==> config.mk <==
export PLATFORM = sky130hd
export DESIGN_NAME = sdac_wport
export DESIGN_NICKNAME = d
export VERILOG_FILES = /design/src/rtl/sdac_pkg.sv /design/src/rtl/sdac_sync.sv /design/src/rtl/sdac_shifter.sv /design/src/rtl/sdac_regs.sv /design/src/rtl/sdac_wport.sv
export SDC_FILE = /design/constraint.sdc
export NUM_CORES = 1
export LEC_CHECK = 0
export BUFFER_PORTS_ARGS = -buffer_cell sky130_fd_sc_hd__buf_4
export CAP_MARGIN = 20
export CORE_ASPECT_RATIO = 0.75
export CORE_MARGIN = 5
export CORE_UTILIZATION = 45
export CTS_CLUSTER_DIAMETER = 150
export DETAILED_ROUTE_END_ITERATION = 10
export GPL_TIMING_DRIVEN = 0
export PLACE_DENSITY_LB_ADDON = 0.12
export SYNTH_ARGS = -nofsm -noshare
export SYNTH_HDL_FRONTEND = slang
export SYNTH_HIERARCHICAL = 1
export SYNTH_SLANG_ARGS = --single-unit
==> constraint.sdc <==
create_clock -name clk -period 3.3 [get_ports clk]
set_input_delay 0.165 -clock clk [delete_from_list [all_inputs] [get_ports clk]]
set_output_delay 0.165 -clock clk [all_outputs]
set_load 0.05 [all_outputs]
==> src/rtl/sdac_pkg.sv <==
package sdac_pkg;

    // Power state held next to the converter code
    typedef enum logic [1:0] {
        PM_ACTIVE   = 2'd0,
        PM_PD_LOW   = 2'd1,
        PM_PD_HIGH  = 2'd2,
        PM_PD_FLOAT = 2'd3
    } pmode_e;

    // Frame receiver state
    typedef enum logic [1:0] {
        FS_IDLE  = 2'd0,
        FS_SHIFT = 2'd1,
        FS_HOLD  = 2'd2
    } fstate_e;

    localparam int MODE_W = 2;

    function automatic pmode_e mode_from_bits(input logic [MODE_W-1:0] b);
        return pmode_e'(b);
    endfunction

    function automatic logic is_powered_down(input pmode_e m);
        return m != PM_ACTIVE;
    endfunction

endpackage

==> src/rtl/sdac_sync.sv <==
module sdac_sync #(
    parameter int              WIDTH   = 1,
    parameter int              STAGES  = 2,
    parameter logic [WIDTH-1:0] RST_VAL = '0
) (
    input  logic             clk,
    input  logic             rst,
    input  logic [WIDTH-1:0] d_i,
    output logic [WIDTH-1:0] q_o
);
    logic [STAGES-1:0][WIDTH-1:0] chain_q;

    always_ff @(posedge clk) begin
        if (rst) begin
            for (int s = 0; s < STAGES; s++) chain_q[s] <= RST_VAL;
        end else begin
            chain_q[0] <= d_i;
            for (int s = 1; s < STAGES; s++) chain_q[s] <= chain_q[s-1];
        end
    end

    assign q_o = chain_q[STAGES-1];
endmodule

==> src/rtl/sdac_shifter.sv <==
module sdac_shifter
    import sdac_pkg::*;
#(
    parameter int FRAME_W   = 16,
    parameter int PAYLOAD_W = 14
) (
    input  logic                 clk,
    input  logic                 rst,
    input  logic                 bit_fall_i,
    input  logic                 frm_fall_i,
    input  logic                 frm_rise_i,
    input  logic                 sdi_i,
    output logic                 commit_o,
    output logic                 abort_o,
    output logic [PAYLOAD_W-1:0] word_o
);
    localparam int CNT_W = $clog2(FRAME_W);
    localparam logic [CNT_W-1:0] LAST = CNT_W'(FRAME_W - 1);

    fstate_e              st_q;
    logic [CNT_W-1:0]     cnt_q;
    // Only the payload survives; leading pad bits fall off the top.
    logic [PAYLOAD_W-2:0] sreg_q;

    logic shifting;

    always_comb begin
        shifting = (st_q == FS_SHIFT);
        word_o   = {sreg_q, sdi_i};
        commit_o = shifting && bit_fall_i && (cnt_q == LAST);
        abort_o  = shifting && frm_rise_i && !commit_o;
    end

    always_ff @(posedge clk) begin
        if (rst) begin
            st_q   <= FS_IDLE;
            cnt_q  <= '0;
            sreg_q <= '0;
        end else if (frm_fall_i) begin
            st_q   <= FS_SHIFT;
            cnt_q  <= '0;
            sreg_q <= '0;
        end else if (commit_o) begin
            st_q   <= frm_rise_i ? FS_IDLE : FS_HOLD;
            cnt_q  <= '0;
            sreg_q <= '0;
        end else if (frm_rise_i) begin
            st_q   <= FS_IDLE;
            cnt_q  <= '0;
            sreg_q <= '0;
        end else if (shifting && bit_fall_i) begin
            sreg_q <= word_o[PAYLOAD_W-2:0];
            cnt_q  <= cnt_q + 1'b1;
        end
    end
endmodule

==> src/rtl/sdac_regs.sv <==
module sdac_regs
    import sdac_pkg::*;
#(
    parameter int CODE_W = 12
) (
    input  logic                     clk,
    input  logic                     rst,
    input  logic                     commit_i,
    input  logic                     abort_i,
    input  logic [CODE_W+MODE_W-1:0] word_i,
    output logic [CODE_W-1:0]        code_o,
    output logic [MODE_W-1:0]        mode_o,
    output logic                     powered_down_o,
    output logic                     update_o,
    output logic                     abort_o
);
    logic [CODE_W-1:0] code_q;
    pmode_e            mode_q;
    logic              upd_q;
    logic              abt_q;

    always_ff @(posedge clk) begin
        if (rst) begin
            code_q <= '0;
            mode_q <= PM_ACTIVE;
            upd_q  <= 1'b0;
            abt_q  <= 1'b0;
        end else begin
            upd_q <= commit_i;
            abt_q <= abort_i;
            if (commit_i) begin
                code_q <= word_i[CODE_W-1:0];
                mode_q <= mode_from_bits(word_i[CODE_W+MODE_W-1:CODE_W]);
            end
        end
    end

    always_comb begin
        code_o         = code_q;
        mode_o         = mode_q;
        powered_down_o = is_powered_down(mode_q);
        update_o       = upd_q;
        abort_o        = abt_q;
    end
endmodule

==> src/rtl/sdac_wport.sv <==
module sdac_wport
    import sdac_pkg::*;
#(
    parameter int CODE_W      = 12,
    parameter int PAD_W       = 2,
    parameter int SYNC_STAGES = 2
) (
    input  logic              clk,
    input  logic              rst,
    input  logic              sclk_i,
    input  logic              frame_n_i,
    input  logic              sdi_i,
    output logic [CODE_W-1:0] code_o,
    output logic [1:0]        mode_o,
    output logic              powered_down_o,
    output logic              update_o,
    output logic              abort_o
);
    localparam int PAYLOAD_W = CODE_W + MODE_W;
    localparam int FRAME_W   = PAYLOAD_W + PAD_W;

    // Synchronized copies: {data, strobe, clock}; idle strobe and clock high
    logic [2:0] raw_in, sync_q;
    assign raw_in = {sdi_i, frame_n_i, sclk_i};

    sdac_sync #(
        .WIDTH  (3),
        .STAGES (SYNC_STAGES),
        .RST_VAL(3'b011)
    ) u_sync (
        .clk(clk),
        .rst(rst),
        .d_i(raw_in),
        .q_o(sync_q)
    );

    logic sclk_s, frm_s, sdi_s;
    logic sclk_prev_q, frm_prev_q;
    logic sclk_fall, frm_fall, frm_rise;

    assign sclk_s = sync_q[0];
    assign frm_s  = sync_q[1];
    assign sdi_s  = sync_q[2];

    always_ff @(posedge clk) begin
        if (rst) begin
            sclk_prev_q <= 1'b1;
            frm_prev_q  <= 1'b1;
        end else begin
            sclk_prev_q <= sclk_s;
            frm_prev_q  <= frm_s;
        end
    end

    assign sclk_fall = sclk_prev_q & ~sclk_s;
    assign frm_fall  = frm_prev_q & ~frm_s;
    assign frm_rise  = ~frm_prev_q & frm_s;

    logic                 commit, abort;
    logic [PAYLOAD_W-1:0] word;

    sdac_shifter #(
        .FRAME_W  (FRAME_W),
        .PAYLOAD_W(PAYLOAD_W)
    ) u_shift (
        .clk       (clk),
        .rst       (rst),
        .bit_fall_i(sclk_fall),
        .frm_fall_i(frm_fall),
        .frm_rise_i(frm_rise),
        .sdi_i     (sdi_s),
        .commit_o  (commit),
        .abort_o   (abort),
        .word_o    (word)
    );

    sdac_regs #(
        .CODE_W(CODE_W)
    ) u_regs (
        .clk           (clk),
        .rst           (rst),
        .commit_i      (commit),
        .abort_i       (abort),
        .word_i        (word),
        .code_o        (code_o),
        .mode_o        (mode_o),
        .powered_down_o(powered_down_o),
        .update_o      (update_o),
        .abort_o       (abort_o)
    );
endmodule

==> run_results.csv, run 1 <==
group,metric,value,unit
outcome,status,"completed",
layout,register_area,861,um^2
global_routing,grt_util_all_layers,13.3,%
synthesis,synth.area.top_cells,"dfxtp_1 55%, mux2i_1 8.9%, nand2_1 6.9%, a21oi_1 5.4%, nor2_1 3.8%",
clock_tree,clk_path_buf_depth,2,
flow_run,max_cap_viol_count,0,
worst_setup_path,timing.rr.end,"u_regs/code_o[6]",
global_routing,overflow,0,
synthesis,syn-num-nets,168,
global_routing,grt_pass1_wl,4.91,mm
layout,diodes,0,
floorplanning,die_h,61.2,um
worst_setup_path,cp_max_fo,10,
pwr,switching_share,19.8,%
synthesis,ys.flop_type,"dfxtp_1",
clock_tree,cts_root_buf,"clkbuf_8",
route,ant_nets,0,
worst_setup_path,crit_path_end_kind,"flip-flop",
worst_setup_path,path_cells,"buf_4, nor2b_1, nand3b_4, nor2_1, buf_6, buf_12, mux2i_1, nor2_1",
clock_tree,ctsHtreeMaxLevel,2,
worst_setup_path,worst_ep_required_time,3.48,ns
sta,period_share,56.1,%
synthesis,yosysUniqueCellTypes,30,
layout,n_fill_cell,316,
floorplanning,die-area,4790,um^2
pwr,p_clk_share,43.2,%
synthesis,yosys.area.top_type,"dfxtp_1",
worst_setup_path,timing.rr.start,"u_sync/q_o[0]",
route,drc,0,
route,vias,1122,
floorplanning,die-width,78.3,um
worst_setup_path,reg2reg_depth,8,
pwr,leakage,0.746,nW
synthesis,synth-edff-count,0,
route,drt_wl_total,2.87,mm
floorplanning,initial_core_util,47.2,%
synthesis,ys_warn_count,6,
synthesis,synthTopCellsByCount,"43 x dfxtp_1, 29 x nand2_1, 17 x a21oi_1",
sta,slew_viol_final,0,
pwr,switching_power,0.000193,W
pwr,internal-power,0.000780,W
pwr,powerDensity,513,nW/um^2
worst_setup_path,critical-path-slowest-cell,"dfxtp_1",
floorplanning,io_pins,22,
clock_tree,post_cts_resized,0,
sta,finalClockSkew,0.00712,ns
worst_setup_path,path_class,"flip-flop to flip-flop",
worst_setup_path,reg2reg_setup_slack,1.45,ns
pwr,pwr-share-comb,2.8,%
floorplanning,rows,18,
placed_design,dpl.hpwl,2.02,mm
synthesis,async_reset_ff_share,0,%
worst_setup_path,setup.worst_path.end,"u_regs/code_o[6]",
sta,rsz0062_at_grt,"false",
synthesis,syn_avg_cell_area,9.71,um^2
sta,fin_hold_ws,0.0495,ns
clock_tree,post_cts_buffers,0,
clock_tree,cts_buffers,5,
pwr,seqPwrFrac,54.0,%
sta,max_slew_margin,70.5,%
layout,drive_gt1_share,22.0,%
synthesis,synthesis.instances,162,
layout,area_growth,20.7,%
floorplanning,coreArea,3330,um^2
hold_path,hold_class,"input port to flip-flop",
clock_tree,clock_sinks,43,
synthesis,synth_area,1570,um^2
worst_setup_path,cp.arrival,2.03,ns
global_routing,antenna_found_initial,0,
worst_setup_path,cp-startpoint,"u_sync/q_o[0]",
synthesis,synth_top_area_share,54.7,%
sta,worst_pin_slew,0.440,ns
layout,layout.nets,196,
synthesis,synth-seq-area-share,54.7,%
global_routing,grt_pass1_vias,1049,
sta,max_freq,540,MHz
route,drt-initial-drc-count,32,
clock_tree,path_clk_slew,0.08,ns
synthesis,ys_ff_latch,43,
worst_setup_path,path_common_cell,"nor2_1",
placed_design,gp_congestion,0.761,
route,wl_per_cell,12.4,um
global_routing,grt_max_degree,20,
synthesis,synth_most_common_cell,"dfxtp_1",
sta,setup_viol,0,
route,vias_per_cell,4.86,
layout,multi_input_area,614,um^2
sta,fin_tns_setup,0,ns
placed_design,portBuffers,21,
sta,finalHoldViolCount,0,
route,dr.pass1.iters,4,
worst_setup_path,crit_path_max_incr_delay,0.30,ns
clock_tree,cts_tree,"yes",
worst_setup_path,critPathLaunchType,"flip-flop",
sta,period_needed,1.85,ns
pwr,peakVddDrop,0.265,mV
clock_tree,cts_hold_buf,0,
clock_tree,clk_latency,0.29,ns
[through the flow]
stage | power (W) | utilization (%) | cell area (um^2) | cells | setup slack, ns
finish | 0.000973 | 56.9 | 1900 | 231 | 1.45
global route | 0.00101 | 56.9 | 1900 | 231 | 1.29
CTS | 0.000981 | 56.9 | 1900 | 231 | 1.43
detailed placement | 0.000565 | 53.4 | 1780 | 223 | 1.46
global placement | 0.000565 | 53.4 | 1780 | 223 | 1.51
floorplan | 0.000554 | - | 1570 | 162 | 1.71
[sequential cells by signal, indices dropped and copies added (netlist names)]
register,flops
u_shift/cnt_q,4
u_regs/abort_o,1
u_regs/code_o,12
frm_prev_q,1
sclk_prev_q,1
u_shift/sreg_q,13
u_regs/mode_o,2
u_shift/st_q,2
u_regs/update_o,1
u_sync/chain_q,3
u_sync/q_o,3
[final cells by class]
class | instances | area share, %
sequential | 43 | 45.4
timing repair buffer | 21 | 8.31
multi-input combinational | 106 | 32.4
buffer | 11 | 4.75
clock buffer | 6 | 4.35
tap | 40 | 2.64
clock inverter | 2 | 1.85
inverter | 2 | 0.396
[cell families after synthesis]
group           share of synthesized area, %
buf+inv                                 6.21
xor+xnor                               0.557
compound gates                          7.56
fa+ha+maj                              0.795
simple gates                            21.2
mux                                     8.91
flops                                   54.7
[layer usage]
| layer | track usage, % | up-vias | part of all wire [%] |
|---|---|---|---|
| met5 | 0 | - | 0 |
| met4 | 5.99 | 0 | 1.4 |
| met3 | 4.24 | 6 | 4.3 |
| met2 | 19.6 | 24 | 43 |
| met1 | 18.1 | 509 | 51 |
| li1 | - | 583 | - |
[critical path, delay by kind of cell, from the launching register on]
family	cells	cell delay, ns
mux	1	0.21
flops	1	0.30
simple gates	4	0.76
buf+inv	3	0.47
[placed cells by master (no fill, tap or decap), types with 2 or more instances in the layout]
cell,instances
buf_2,2
or2_1,6
nand3_1,2
nor2_1,16
inv_1,2
nand2_1,29
clkbuf_8,6
buf_4,27
mux2i_1,14
dfxtp_1,43
nor2b_1,6
a21oi_1,17
[how the worst min path moves through the flow]
stage / depth (start not counted) / slack (ns) / startpoint / end
detailed placement: 2 / 0.35 / sclk_i / u_sync/chain_q[0]
CTS: 2 / 0.04 / sclk_i / u_sync/chain_q[0]
finish: 2 / 0.05 / sclk_i / u_sync/chain_q[0]
global placement: 2 / 0.35 / frame_n_i / u_sync/chain_q[1]
global route: 2 / 0.04 / frame_n_i / u_sync/chain_q[1]
floorplan: 1 / 0.24 / rst / u_regs/abort_o
[power groups by stage]
| stage | Clock (W) | Sequential, W | Combinational (W) |
|---|---|---|---|
| 6_report | 0.000421 | 0.000525 | 0.0000274 |
| 5_1_grt | 0.000454 | 0.000526 | 0.0000308 |
| 4_1_cts | 0.000427 | 0.000525 | 0.0000278 |
| 3_5_place_dp | 0 | 0.000538 | 0.0000278 |
| 3_3_place_gp | 0 | 0.000537 | 0.0000274 |
| 2_1_floorplan | 0 | 0.000537 | 0.0000170 |
No activity file was read; power rests on OpenSTA's default activity.
==> run 2: changes to the inputs <==
Clock period 3.3 ns to 1.7 ns, I/O delays scaled along.
==> run_results.csv, run 2 (synthesized netlist as in run 1, its figures left out) <==
group,metric,value,unit
outcome,status,"completed",
layout,layout_common_cells,"42 x dfxtp_1, 29 x nand2_1, 28 x buf_4",
clock_tree,cts_tree,"yes",
clock_tree,clock_sinks,43,
floorplanning,io_pins,22,
route,vias,1126,
clock_tree,cts_buffers,5,
floorplanning,coreArea,3330,um^2
sta,finalClockSkew,0.00714,ns
flow_run,max_cap_viol_count,0,
layout,area_growth,23.9,%
floorplanning,die-area,4790,um^2
worst_setup_path,reg2reg_setup_slack,0.13,ns
sta,period_needed,1.57,ns
worst_setup_path,critPathLaunchType,"flip-flop",
placed_design,portBuffers,21,
clock_tree,clk_path_buf_depth,2,
sta,finalHoldViolCount,0,
route,wl_met3,121,um
clock_tree,cts_root_buf,"clkbuf_8",
pwr,leakage,0.766,nW
global_routing,grt_max_degree,20,
layout,final_common_cell,"dfxtp_1",
floorplanning,rows,18,
route,drt-initial-drc-count,30,
layout,largest_reg_flops,13,
placed_design,gp_congestion,0.761,
route,drc,0,
placed_design,place_area,1780,um^2
sta,setup_viol,0,
floorplanning,die_h,61.2,um
sta,setup_ws,0.134,ns
sta,max_slew_margin,70.4,%
clock_tree,path_clk_slew,0.08,ns
layout,max_flop_register,"u_shift/sreg_q",
worst_setup_path,crit_path_end_kind,"flip-flop",
pwr,total_power,0.00190,W
floorplanning,initial_core_util,47.2,%
worst_setup_path,cp.arrival,1.75,ns
sta,fin_tns_setup,0,ns
global_routing,grt_pass1_wl,4.93,mm
hold_path,hold_class,"input port to flip-flop",
route,wl_per_cell,12.5,um
layout,diodes,0,
sta,rsz0062_at_grt,"false",
route,drt_wl_total,2.92,mm
sta,period_share,92.1,%
worst_setup_path,path_class,"flip-flop to flip-flop",
clock_tree,ctsHtreeMaxLevel,2,
layout,layout.nets,199,
route,top_layer_used,"met4",
sta,worst_pin_slew,0.441,ns
global_routing,antenna_found_initial,0,
route,wl_met2,1.23,mm
clock_tree,clk_latency,0.29,ns
global_routing,grt_pass1_vias,1055,
global_routing,grt_util_all_layers,13.4,%
sta,slew_viol_final,0,
route,wl_met1,1.52,mm
route,dr.pass1.iters,4,
sta,max_freq,638,MHz
global_routing,overflow,0,
route,vias_per_cell,4.81,
worst_setup_path,worst_ep_required_time,1.88,ns
layout,drive_gt1_share,24.7,%
placed_design,dpl.hpwl,2.02,mm
worst_setup_path,cp_max_fo,10,
pwr,peakVddDrop,0.515,mV
layout,design_area,1950,um^2
route,ant_nets,0,
floorplanning,die-width,78.3,um
pwr,powerDensity,972,nW/um^2
placed_design,post-place-ws,-0.142,ns
run 2: worst max-delay path, stage by stage, from the launching register on:
cell and delay (ns):
dfxtp_1 0.30, buf_4 0.13, nor2b_4 0.14, nand3b_4 0.15, o21ai_1 0.41, buf_4 0.26
nor2_1 0.06
run 2: worst paths after layout:
| path | depth (start not counted) | start | endpoint |
|---|---|---|---|
| setup / recovery | 6 | u_sync/q_o[0] | u_shift/cnt_q[0] |
| hold / removal | 2 | sdi_i | u_sync/chain_q[2] |
| setup reg to reg | 6 | u_sync/q_o[0] | u_shift/cnt_q[0] |
| hold reg to reg | 1 | u_sync/chain_q[1] | u_sync/q_o[1] |
run 2: what timing repair did:
item,4_1_cts,5_1_grt
setup buffers,0,1
hold buffers,2,0
gates resized for setup,3,4
gates cloned,0,0
pin swaps,0,2
endpoints found under the setup margin,11,19
endpoints found under the hold margin,2,0
run 2: area by class of cell:
cell class,count,area (um^2)
Inverter,2,7.51
Timing Repair Buffer,24,185
Fill cell,314,1380
Buffer,11,90.1
Sequential cell,43,862
Clock buffer,6,82.6
Tap cell,40,50.0
Multi-Input combinational cell,106,637
Clock inverter,2,35.0
run 2: metrics by stage:
stage               utilization [%]  instances  hold slack (ns)
global placement               53.4        223            0.265
detailed placement             53.4        223            0.269
CTS                            57.8        233          0.00877
finish                         58.5        234          0.00921
global route                   58.5        234           0.0261
floorplan                         -        162            0.157
run 2: metal layers:
metal  global-route usage (%)  up-vias
met3                     4.24        6
met4                     5.99        0
met5                        0        -
met2                     19.6       22
li1                         -      587
met1                     18.3      511
run 2: power by group:
group,internal (W),switching (W),leakage (nW)
sequential,0.00102,0.00000416,0.349
clock,0.000475,0.000341,0.0612
combinational,0.0000275,0.0000312,0.356
total,0.00152,0.000377,0.766
==> run 3: changes to the inputs <==
Settings changed: ABC_AREA set to 1, CORE_UTILIZATION 45 to 25, GPL_ROUTABILITY_DRIVEN set to 0.
==> run_results.csv, run 3 <==
group,metric,value,unit
outcome,status,"completed",
floorplanning,io_pins,22,
sta,max_slew_margin,85.0,%
clock_tree,ctsHtreeMaxLevel,2,
layout,layout.nets,270,
worst_setup_path,path_cells,"buf_4, nor2_4, nand3_2, nor2_4, buf_4, buf_6, nor2_1, nor2_1",
synthesis,synthTopCellsByCount,"52 x nand2_1, 46 x nor2_1, 43 x dfxtp_1",
sta,max_freq,650,MHz
global_routing,overflow,0,
pwr,peakVddDrop,0.304,mV
route,drt-initial-drc-count,35,
sta,period_needed,1.54,ns
floorplanning,coreArea,6800,um^2
floorplanning,die_h,82.2,um
hold_path,hold_class,"input port to flip-flop",
synthesis,synth_top_area_share,49.6,%
layout,diodes,0,
pwr,leakage,0.900,nW
synthesis,async_reset_ff_share,0,%
synthesis,syn-num-nets,239,
flow_run,max_cap_viol_count,0,
clock_tree,cts_root_buf,"clkbuf_8",
worst_setup_path,worst_ep_required_time,1.93,ns
clock_tree,path_clk_slew,0.08,ns
route,dr.pass1.iters,4,
clock_tree,post_cts_buffers,0,
global_routing,grt_util_all_layers,9.17,%
layout,final_common_cell,"nand2_1",
floorplanning,rows,26,
sta,rsz0062_at_grt,"false",
global_routing,busiest_layer,"met2",
sta,period_share,90.4,%
global_routing,grt_pass1_vias,1372,
worst_setup_path,critPathLaunchType,"flip-flop",
clock_tree,clk_latency,0.29,ns
synthesis,synth-edff-count,0,
floorplanning,die-width,106,um
floorplanning,die-area,8730,um^2
synthesis,ys.flop_type,"dfxtp_1",
sta,setup_viol,0,
sta,finalClockSkew,0.00491,ns
clock_tree,cts_buffers,5,
layout,utilization,31.7,%
synthesis,yosysUniqueCellTypes,20,
layout,area_growth,24.1,%
synthesis,synthesis.instances,233,
layout,multi_input_area,644,um^2
synthesis,ys_warn_count,6,
layout,drive_gt1_share,19.3,%
global_routing,use_met3,2.64,%
worst_setup_path,cp.arrival,1.77,ns
route,drc,0,
synthesis,synth_area,1740,um^2
synthesis,ys_ff_latch,43,
synthesis,syn_avg_cell_area,7.45,um^2
synthesis,synth.area.top_cells,"dfxtp_1 50%, nand2_1 11%, nor2_1 9.9%, inv_1 7.6%, nand4_1 5.0%",
layout,design_area,2150,um^2
clock_tree,cts_tree,"yes",
route,ant_nets,0,
global_routing,grt.met1_usage,12.5,%
route,vias_per_cell,4.02,
worst_setup_path,crit_path_end_kind,"flip-flop",
global_routing,use_met2,14.0,%
worst_setup_path,crit_family,"simple AND/OR/NAND/NOR gates",
pwr,powerDensity,870,nW/um^2
route,drt_wl_total,3.62,mm
layout,layout_common_cells,"52 x nand2_1, 44 x nor2_1, 43 x dfxtp_1",
placed_design,post-place-ws,-0.281,ns
clock_tree,clock_sinks,43,
placed_design,portBuffers,21,
sta,fin_tns_setup,0,ns
layout,register_area,861,um^2
route,vias,1399,
synthesis,synth-seq-area-share,49.6,%
sta,worst_pin_slew,0.224,ns
clock_tree,clk_path_buf_depth,2,
worst_setup_path,critical-path-slowest-cell,"dfxtp_1",
worst_setup_path,path_buf_inv,3,
sta,finalHoldViolCount,0,
placed_design,dpl.hpwl,2.58,mm
sta,setup_ws,0.163,ns
layout,n_fill_cell,743,
layout,largest_reg_flops,13,
sta,slew_viol_final,0,
pwr,total_power,0.00187,W
global_routing,antenna_found_initial,0,
placed_design,place_area,2000,um^2
floorplanning,initial_core_util,25.5,%
layout,max_flop_register,"u_shift/sreg_q",
synthesis,synth_most_common_cell,"nand2_1",
worst_setup_path,path_class,"flip-flop to flip-flop",
route,wl_per_cell,10.4,um
global_routing,grt_max_degree,13,
global_routing,grt_pass1_wl,6.38,mm
worst_setup_path,cp_max_fo,10,
worst_setup_path,crit_path_max_incr_delay,0.30,ns
synthesis,yosys.area.top_type,"dfxtp_1",
## run 3: cell count changes in the layout (fill, tap and decap cells not counted), sizes merged, moves of 2 or more
cell   delta
inv      +34
nor2     +31
nand2    +23
mux2i    -14
nand4    +14
nor2b     -6
or2       -6
buf       +4
a21oi     -2
nand3     +2
o21ai     +2
## run 3: final timing paths
kind,startpoint,to,slack (ns),cells after the start
max,u_sync/q_o[0],u_regs/code_o[5],0.16,8
min,rst,u_sync/chain_q[2],0.04,2
max reg2reg,u_sync/q_o[0],u_regs/code_o[5],0.16,8
min reg2reg,u_sync/chain_q[2],u_sync/q_o[2],0.41,2
## run 3: through the flow
step	hold WS (ns)	std cells
final	0.0368	348
after global routing	0.0356	348
after CTS	0.0288	348
after detailed placement	0.261	338
after global placement	0.259	338
after floorplan	0.154	233
## run 3: where the power goes
| group | leakage (nW) | internal [W] | switching, W | total (W) |
|---|---|---|---|---|
| Combinational | 0.501 | 0.0000369 | 0.0000545 | 0.0000914 |
| Sequential | 0.348 | 0.00102 | 0.00000224 | 0.00102 |
| Clock | 0.0513 | 0.000431 | 0.000335 | 0.000765 |
## run 3: cells by family (layout without fill, tap and decap cells)
family	count (synthesis)	after routing	share of synthesized area (%)
buffers and inverters	51	82	14.4
xor gates and xnor gates	1	1	0.505
DFF	43	43	49.6
and+or+nand+nor	119	119	28.7
AOI/OAI and AO/OA	18	18	6.06
adders and majority gates	1	1	0.721
## run 3: layout make-up
cell class                 count  share of cell area [%]
sequential                    43                    40.0
multi-input combinational    139                    29.9
timing repair buffer          24                    8.72
inverter                      36                    6.28
buffer                        15                    5.46
tap                           84                    4.88
clock buffer                   6                    3.37
clock inverter                 1                    1.39
## run 3: timing repair
| item | in CTS | in global routing |
|---|---|---|
| gates resized for setup | 4 | 2 |
| endpoints found under the setup margin | 15 | 10 |
| endpoints found under the hold margin | 3 | 0 |
| hold buffers | 3 | 0 |
## run 3: per-layer routing
layer	vias to the layer above	share of wire (%)
li1	770	-
met1	609	55
met2	16	41
met3	4	3.7
met4	0	0.75
met5	-	0
